**src/rtl/wf_pkg.sv**
```systemverilog
package wf_pkg;
  // strobes from control to datapath
  typedef struct packed {
    logic load;      // capture a new launch
    logic advWarp;   // next warp in the same block
    logic advBlock;  // first warp of the next block
  } wf_strobe_t;

  typedef enum logic {
    ST_IDLE = 1'b0,
    ST_EMIT = 1'b1
  } wf_state_e;
endpackage

```
**src/rtl/wf_ctrl.sv**
```systemverilog
module wf_ctrl
  import wf_pkg::*;
(
  input  logic       clk,
  input  logic       rstN,
  input  logic       launchValid,
  input  logic       launchEmpty,
  input  logic       warpReady,
  input  logic       lastWarp,
  input  logic       lastBlock,
  output logic       launchReady,
  output logic       warpValid,
  output logic       done,
  output wf_strobe_t strobe
);
  wf_state_e state;
  logic accept;
  logic fire;
  logic finish;

  always_comb begin
    accept          = (state == ST_IDLE) && launchValid;
    fire            = (state == ST_EMIT) && warpReady;
    finish          = fire && lastWarp && lastBlock;
    strobe.load     = accept && !launchEmpty;
    strobe.advWarp  = fire && !lastWarp;
    strobe.advBlock = fire && lastWarp && !lastBlock;
    launchReady     = (state == ST_IDLE);
    warpValid       = (state == ST_EMIT);
  end

  always_ff @(posedge clk) begin
    if (!rstN) begin
      state <= ST_IDLE;
      done  <= 1'b0;
    end else begin
      done <= (accept && launchEmpty) || finish;
      if (strobe.load)  state <= ST_EMIT;
      else if (finish)  state <= ST_IDLE;
    end
  end


  empty_launch_done_chk: assert property (@(posedge clk) disable iff (!rstN)
    (launchReady && launchValid && launchEmpty) |=> (done && launchReady));


  done_when_idle_chk: assert property (@(posedge clk) disable iff (!rstN)
    done |-> launchReady);
endmodule

```
**src/rtl/wf_datapath.sv**
```systemverilog
module wf_datapath
  import wf_pkg::*;
#(
  parameter int WARP_SIZE = 32,
  parameter int BLK_W     = 10,
  parameter int THR_W     = 11,
  localparam int GLB_W    = BLK_W + THR_W
)(
  input  logic             clk,
  input  logic             rstN,
  input  wf_strobe_t       strobe,
  input  logic [BLK_W-1:0] launchBlocks,
  input  logic [THR_W-1:0] launchThreads,
  output logic             launchEmpty,
  output logic             lastWarp,
  output logic             lastBlock,
  output logic [BLK_W-1:0] blkIdx,
  output logic [THR_W-1:0] warpIdx,
  output logic [THR_W-1:0] thr0,
  output logic [GLB_W-1:0] glob0,
  output logic [WARP_SIZE-1:0] mask
);
  localparam logic [THR_W:0]   WS_EXT = (THR_W+1)'(WARP_SIZE);
  localparam logic [THR_W-1:0] WS_STEP = THR_W'(WARP_SIZE);

  logic [BLK_W-1:0] nBlocks;
  logic [THR_W-1:0] nThreads;
  logic [GLB_W-1:0] blockBase;
  logic [THR_W:0]   remaining;

  always_comb begin
    launchEmpty = (launchBlocks == '0) || (launchThreads == '0);
    remaining   = {1'b0, nThreads} - {1'b0, thr0};
    lastWarp    = (remaining <= WS_EXT);
    lastBlock   = (blkIdx == nBlocks - BLK_W'(1));
    glob0       = blockBase + {{BLK_W{1'b0}}, thr0};
  end

  // one comparator per lane
  for (genvar l = 0; l < WARP_SIZE; l++) begin : g_lane
    assign mask[l] = (remaining > (THR_W+1)'(l));
  end

  always_ff @(posedge clk) begin
    if (!rstN) begin
      nBlocks   <= '0;
      nThreads  <= '0;
      blkIdx    <= '0;
      warpIdx   <= '0;
      thr0      <= '0;
      blockBase <= '0;
    end else if (strobe.load) begin
      nBlocks   <= launchBlocks;
      nThreads  <= launchThreads;
      blkIdx    <= '0;
      warpIdx   <= '0;
      thr0      <= '0;
      blockBase <= '0;
    end else if (strobe.advBlock) begin
      blkIdx    <= blkIdx + BLK_W'(1);
      warpIdx   <= '0;
      thr0      <= '0;
      blockBase <= blockBase + {{BLK_W{1'b0}}, nThreads};
    end else if (strobe.advWarp) begin
      warpIdx   <= warpIdx + THR_W'(1);
      thr0      <= thr0 + WS_STEP;
    end
  end


  lane0_matches_warp_chk: assert property (@(posedge clk) disable iff (!rstN)
    thr0 == THR_W'(warpIdx * WS_STEP));
endmodule

```
**src/rtl/warp_former.sv**
```systemverilog
module warp_former
  import wf_pkg::*;
#(
  parameter int WARP_SIZE = 32,
  parameter int BLK_W     = 10,
  parameter int THR_W     = 11
)(
  input  logic                   clk,
  input  logic                   rstN,
  input  logic                   launchValid,
  output logic                   launchReady,
  input  logic [BLK_W-1:0]       launchBlocks,
  input  logic [THR_W-1:0]       launchThreads,
  output logic                   warpValid,
  input  logic                   warpReady,
  output logic [BLK_W-1:0]       warpBlock,
  output logic [THR_W-1:0]       warpIndex,
  output logic [THR_W-1:0]       warpThread0,
  output logic [BLK_W+THR_W-1:0] warpGlobal0,
  output logic [WARP_SIZE-1:0]   warpMask,
  output logic                   done
);
  wf_strobe_t strobe;
  logic launchEmpty;
  logic lastWarp;
  logic lastBlock;

  wf_ctrl u_ctrl (
    .clk(clk), .rstN(rstN), .launchValid(launchValid),
    .launchEmpty(launchEmpty), .warpReady(warpReady),
    .lastWarp(lastWarp), .lastBlock(lastBlock),
    .launchReady(launchReady), .warpValid(warpValid),
    .done(done), .strobe(strobe)
  );

  wf_datapath #(.WARP_SIZE(WARP_SIZE), .BLK_W(BLK_W), .THR_W(THR_W)) u_dp (
    .clk(clk), .rstN(rstN), .strobe(strobe),
    .launchBlocks(launchBlocks), .launchThreads(launchThreads),
    .launchEmpty(launchEmpty), .lastWarp(lastWarp), .lastBlock(lastBlock),
    .blkIdx(warpBlock), .warpIdx(warpIndex), .thr0(warpThread0),
    .glob0(warpGlobal0), .mask(warpMask)
  );


  stall_hold_chk: assert property (@(posedge clk) disable iff (!rstN)
    (warpValid && !warpReady) |=> (warpValid && $stable(warpBlock) &&
      $stable(warpIndex) && $stable(warpGlobal0) && $stable(warpMask)));


  mask_contiguous_chk: assert property (@(posedge clk) disable iff (!rstN)
    warpValid |-> (warpMask[0] && ((warpMask & (warpMask + 1'b1)) == '0)));


  block_restart_chk: assert property (@(posedge clk) disable iff (!rstN)
    (warpValid && warpIndex == '0) |-> (warpThread0 == '0));


  busy_not_ready_chk: assert property (@(posedge clk) disable iff (!rstN)
    warpValid |-> !launchReady);
endmodule

```
**config.mk**
```make
export PLATFORM = sky130hd
export DESIGN_NAME = warp_former
export DESIGN_NICKNAME = d
export VERILOG_FILES = /design/src/rtl/wf_pkg.sv /design/src/rtl/wf_ctrl.sv /design/src/rtl/wf_datapath.sv /design/src/rtl/warp_former.sv
export SDC_FILE = /design/constraint.sdc
export NUM_CORES = 1
export LEC_CHECK = 0
export CAP_MARGIN = 10
export CORE_AREA = 2 2 102 104
export DETAILED_ROUTE_END_ITERATION = 16
export DIE_AREA = 0 0 104 106
export HOLD_SLACK_MARGIN = 0.06
export PLACE_DENSITY = 0.8
export SYNTH_ARGS = -nofsm -noshare
export SYNTH_HDL_FRONTEND = slang
export SYNTH_HIERARCHICAL = 1
export SYNTH_SLANG_ARGS = --single-unit
```
**constraint.sdc**
```tcl
create_clock -name clk -period 4.2 [get_ports clk]
set_input_delay 0.84 -clock clk [delete_from_list [all_inputs] [get_ports clk]]
set_output_delay 0.84 -clock clk [all_outputs]
set_load 0.05 [all_outputs]
```
### Word-level counts from Yosys, hierarchy flattened

Index checks and enable logic that the tools add are counted.

| word-level totals | value |
|---|---|
| register bits | 76 |
| bits of input ports | 25 |
| output and inout port bits | 88 |
| word-level logic and storage cells | 71 |

| cells by class | value |
|---|---|
| add/subtract/negate cells | 7 |
| magnitude comparators | 33 |
| equality and inequality tests | 1 |
| multiplexer cells | 2 |
| bitwise operators | 2 |
| reduce and logical (&&, ||, !) cells | 18 |

Operators by type and width:

| kind | number |
|---|---|
| $gt A12 B5 Y1 const B | 16 |
| $gt A12 B4 Y1 const B | 8 |
| $gt A12 B3 Y1 const B | 4 |
| $add A21 B11 Y21 | 2 |
| $gt A12 B1 Y1 const B | 2 |
| $gt A12 B2 Y1 const B | 2 |
| $le A12 B6 Y1 const B | 1 |
| $sub A11 B11 Y12 | 1 |
| $add A11 B1 Y11 const B | 1 |
| $add A11 B6 Y11 const B | 1 |
| $logic_not A11 Y1 | 1 |
| $add A10 B1 Y10 const B | 1 |
| $eq A10 B10 Y1 | 1 |
| $logic_not A10 Y1 | 1 |
| $sub A10 B1 Y10 const B | 1 |
| $logic_and A1 B1 Y1 | 8 |
| $logic_not A1 Y1 | 3 |
| $reduce_or A3 Y1 | 1 |
| $logic_or A1 B1 Y1 | 2 |
| $mux W1 | 2 |
| $not A1 Y1 | 2 |
| $reduce_bool A2 Y1 | 1 |
| $reduce_or A2 Y1 | 1 |

### Logic depth before layout (Yosys ltp)

| logic depth | value |
|---|---|
| depth in word-level cells | 6 |
| mapped depth | 15 |
| mapped depth without buffers | 14 |

### Modules after synthesis

The synthesis kept the hierarchy.

By module, submodules not included:

| module | times used | cells an instance | area each (µm²) |
|---|---|---|---|
| wf_datapath | 1 | 583 | 4,840.9 |
| wf_ctrl | 1 | 12 | 110.1 |

### Worst setup path before layout

No wires, ideal clock.

| timing path | value |
|---|---|
| path kind | reg-to-reg |
| from | reg u_dp.thr0[6] |
| to | reg u_dp.blockBase[13] |
| library setup time | 0.062 ns |
| arrival time | 3.843 ns |
| setup slack | 0.295 ns |
| stages on the path, launching flop included | 13 |
| period minus slack after synthesis | 3.905 ns |
| cell sequence | dfxtp_1 > inv_1 > ha_1 > nor2b_1 > o21a_1 > or4_4 > a22oi_4 > and3b_1 > nor3b_1 > o211a_1 > a21bo_2 > or4_1 > nand3_1 |

RTL lines:

| item | RTL line | source |
|---|---|---|
| start: declaration | wf_datapath.sv:19 | `output logic [THR_W-1:0] thr0,` |
| start signal: assignment | wf_datapath.sv:66 | `thr0 <= thr0 + WS_STEP;` |
| end signal: assignment | wf_datapath.sv:63 | `blockBase <= blockBase + {{BLK_W{1'b0}}, nThreads};` |
| end: declaration | wf_datapath.sv:28 | `logic [GLB_W-1:0] blockBase;` |

### Final worst setup path

| timing path | value |
|---|---|
| from | reg u_dp.thr0[6] |
| to | out warpMask[31] |

| on the way | value |
|---|---|
| word-level cells in the longest chain between the ends | 2 |

RTL lines:

| item | RTL line | source |
|---|---|---|
| $sub A11 B11 Y12 | wf_datapath.sv:33 | `remaining = {1'b0, nThreads} - {1'b0, thr0};` |
| $gt A12 B5 Y1 | wf_datapath.sv:41 | `assign mask[l] = (remaining > (THR_W+1)'(l));` |
| end: declaration | warp_former.sv:20 | `output logic [WARP_SIZE-1:0] warpMask,` |

No other way between the ends.

==> impl_metrics.csv <==
group,metric,value,unit
run_status,outcome,"completed",
placement,gp_congestion,0.931,
clock_network,cts.htree.levels,3,
floorplan,floorplan.initialDensity,49.5,%
global_routing,maximum_number_of_pins_on_one_net_before_global_route_repair,34,
sta,timing_max_transition_violations_final,0,
sta,setup-violations-final,0,
routing,num_vias,4883,
clock_network,worst_setup_hold_path_clk_slew,0.08,ns
logic_synthesis,yosysSeqAreaShare,28.7,%
sta,slew_headroom,55.1,%
logic_synthesis,netlist-cell-type-count,59,
logic_synthesis,yosys_register_bits,71,
sta,tightestPinTransition,0.673,ns
logic_synthesis,syn-mean-instance-area,8.32,µm²
clock_network,tritoncts_clock_tree,"built",
layout,final_cell_mix,"clkdlybuf4s50_1, dfxtp_1, nor2_1, nand2_1",
global_routing,grt.total_usage,23.7,%
layout,nets,742,
hold_path,min_path_cells,2,
power_and_ir_drop,power-per-cell-area,318,nW/µm²
global_routing,first_pass_grt_wire_length,21.6,mm
global_routing,via_count_of_the_first_global_routing_pass,4503,
power_and_ir_drop,total_leakage_power,2.42,nW
critical_path,type_of_element_launching_the_critical_path,"register",
sta,final.hold.worst_slack,0.501,ns
critical_path,critical_path_required,3.36,ns
logic_synthesis,async_reset_ff_share,0,%
logic_synthesis,synth_area_leader_cell,"dfxtp_1",
sta,final.setup.tns,0,ns
critical_path,r2r_slack,0.24,ns
critical_path,cp_data_arrival_time,3.19,ns
routing,postRouteAntennaNets,0,
sta,max_clk_rate,0.248,GHz
layout,count_of_antenna_diodes_in_the_layout,0,
placement,port_buffers,107,
routing,dr.first_iter.drc_count,427,
sta,fin_worst_skew,0.0107,ns
critical_path,critPathKind,"reg2out",
routing,vias_per_cell,5.90,
logic_synthesis,yosysWarningCount,6,
routing,wl_per_cell,16.4,µm
floorplan,chipWidth,104,µm
critical_path,critical_path.reg2reg.startpoint,"u_dp/thr0[6]",
clock_network,cts.sinks,71,
flow_run,cap_violations,0,
routing,drc,0,
layout,drive_above_1_share,9.10,%
sta,rsz_0062_raised_after_global_routing,"false",
hold_path,hold_path.startpoint,"u_dp/blockBase[7]",
logic_synthesis,synth.cell_area,4950,µm²
floorplan,core_area,10000,µm²
clock_network,ctsLongestPathBuffers,2,
layout,most_frequent_standard_cell_in_the_layout_excluding_fill_and_tap_cells,"clkdlybuf4s50_1",
critical_path,worst_r2r_path_depth,14,
sta,finalCriticalPeriod,4.03,ns
power_and_ir_drop,worst_ir_drop_vdd,0.163,mV
clock_network,clock-root-buffer,"clkbuf_8",
clock_network,cts_hold_repair_buffers,0,
logic_synthesis,yosys_most_used_dff,"dfxtp_1",
critical_path,setup.worst_path.end_class,"primary output",
floorplan,pin_count,113,
logic_synthesis,synth_enable_flop_cells,0,
sta,hold_viol_final,0,
global_routing,globalRoute.totalOverflow,0,
hold_path,timing.hold.worst_endpoint,"u_dp/blockBase[7]",
hold_path,hold_path_class,"reg2reg",
placement,place_hpwl,10.0,mm
logic_synthesis,synth_top_cells_by_area,"dfxtp_1, ha_1, mux2i_1",
routing,routed_wl,13.6,mm
logic_synthesis,synth_top_area_share,28.7,%
clock_network,clk-insertion-delay-late,0.36,ns
clock_network,cts-buffers-inserted,9,
sta,post-route-period-util,95.9,%
routing,drt-pass1-iter-count,5,
layout,area_growth_syn_to_layout,26.7,%
layout,filler_cell_count_in_the_final_layout,867,
floorplan,die-area,11000,µm²
logic_synthesis,synthesis.instances,595,
floorplan,die_h,106,µm
critical_path,crit_fanout,7,
global_routing,antenna_violations_before_repair,0,
floorplan,num_rows,37,
critical_path,r2r_end,"u_dp/blockBase[19]",
[layout make-up]
class	instances	area [µm²]	share of cell area, %
clock buffers	9	124	1.97
clock inverters	7	56.3	0.898
inverters	24	90.1	1.44
multi-input cells	461	3240	51.7
flip-flops and latches	71	1420	22.7
well taps	136	170	2.71
repair buffers	120	1170	18.6
[stage by stage]
step | setup WS [ns] | total power [W] | util [%] | area [µm²] | cells
after floorplan | 0.295 | 0.00127 | - | 4970 | 599
after global placement | 0.342 | 0.00147 | 60.3 | 6030 | 810
after detailed placement | 0.199 | 0.00148 | 60.3 | 6030 | 810
after CTS | 0.0352 | 0.00200 | 62.3 | 6230 | 828
after global routing | 0.00688 | 0.00207 | 62.7 | 6270 | 828
final | 0.170 | 0.00200 | 62.7 | 6270 | 828
[power by group]
| group | total (W) | switching (W) | internal (W) |
|---|---|---|---|
| Combinational | 0.000759 | 0.000504 | 0.000255 |
| Sequential | 0.000723 | 0.0000330 | 0.000690 |
| Clock | 0.000513 | 0.000294 | 0.000219 |
[how the worst max path moves through the flow]
| stage | from | endpoint | slack, ns |
|---|---|---|---|
| detailed placement | u_dp/thr0[6] | u_dp/blockBase[19] | 0.20 |
| finish | u_dp/thr0[6] | warpMask[31] | 0.17 |
| floorplan | u_dp/thr0[6] | u_dp/blockBase[13] | 0.29 |
| global placement | u_dp/thr0[6] | warpMask[11] | 0.34 |
| CTS | u_dp/thr0[6] | warpMask[6] | 0.04 |
| global route | u_dp/thr0[6] | u_dp/blockBase[19] | 0.007 |
[critical path, stage by stage, from the launching register on]
cell             delay (ns)
dfxtp_1                0.49
inv_1                  0.13
ha_1                   0.29
nor2b_1                0.13
o21a_1                 0.19
or4_4                  0.52
a22oi_2                0.25
nand3_1                0.11
clkdlybuf4s50_1        0.73
[routing by layer]
metal | wire (µm) | global-route usage (%)
met5 | 0 | 0
met4 | 389 | 9.27
met3 | 746 | 4.11
met2 | 6780 | 42.6
met1 | 5660 | 28.3
[logic make-up after synthesis]
kind of cell	Yosys count	synth area share [%]
compound gates	118	17.1
other cells	1	0.0757
mux	30	6.07
buf+inv	68	6.90
fa+ha+maj	30	8.04
simple gates	225	23.9
flops	71	28.7
xor+xnor	52	9.20
[synthesized netlist by cell type, types with 5 or more instances]
library cell	n
dfxtp_1	71
xor2_1	22
o2111ai_1	21
and3_1	8
a21o_1	8
xnor2_1	30
ha_1	27
o211ai_1	8
nor4_1	9
mux2i_1	30
or3_1	9
nor3_1	13
nor2b_1	30
nand4_1	24
nand2b_1	5
a21oi_1	25
buf_4	14
nand2_1	41
o21a_1	6
clkbuf_1	21
inv_1	24
nor2_1	47
a31oi_1	8
nand3_1	19
o21ai_0	20
[state kept, by name, summed over array words and instances (netlist names)]
register,flops
u_ctrl/warpValid,1
u_dp/thr0,6
u_ctrl/done,1
u_dp/nThreads,11
u_dp/blkIdx,10
u_dp/nBlocks,10
u_dp/blockBase,21
u_dp/warpIdx,11
[what timing repair did]
| action | CTS | global route |
|---|---|---|
| gates resized for setup | 0 | 17 |
| endpoints found under the setup margin | 16 | 17 |
| buffers inserted | 1 | 0 |
| gates cloned | 1 | 0 |
| pin swaps | 2 | 0 |
Power figures use the tool's default switching activity.
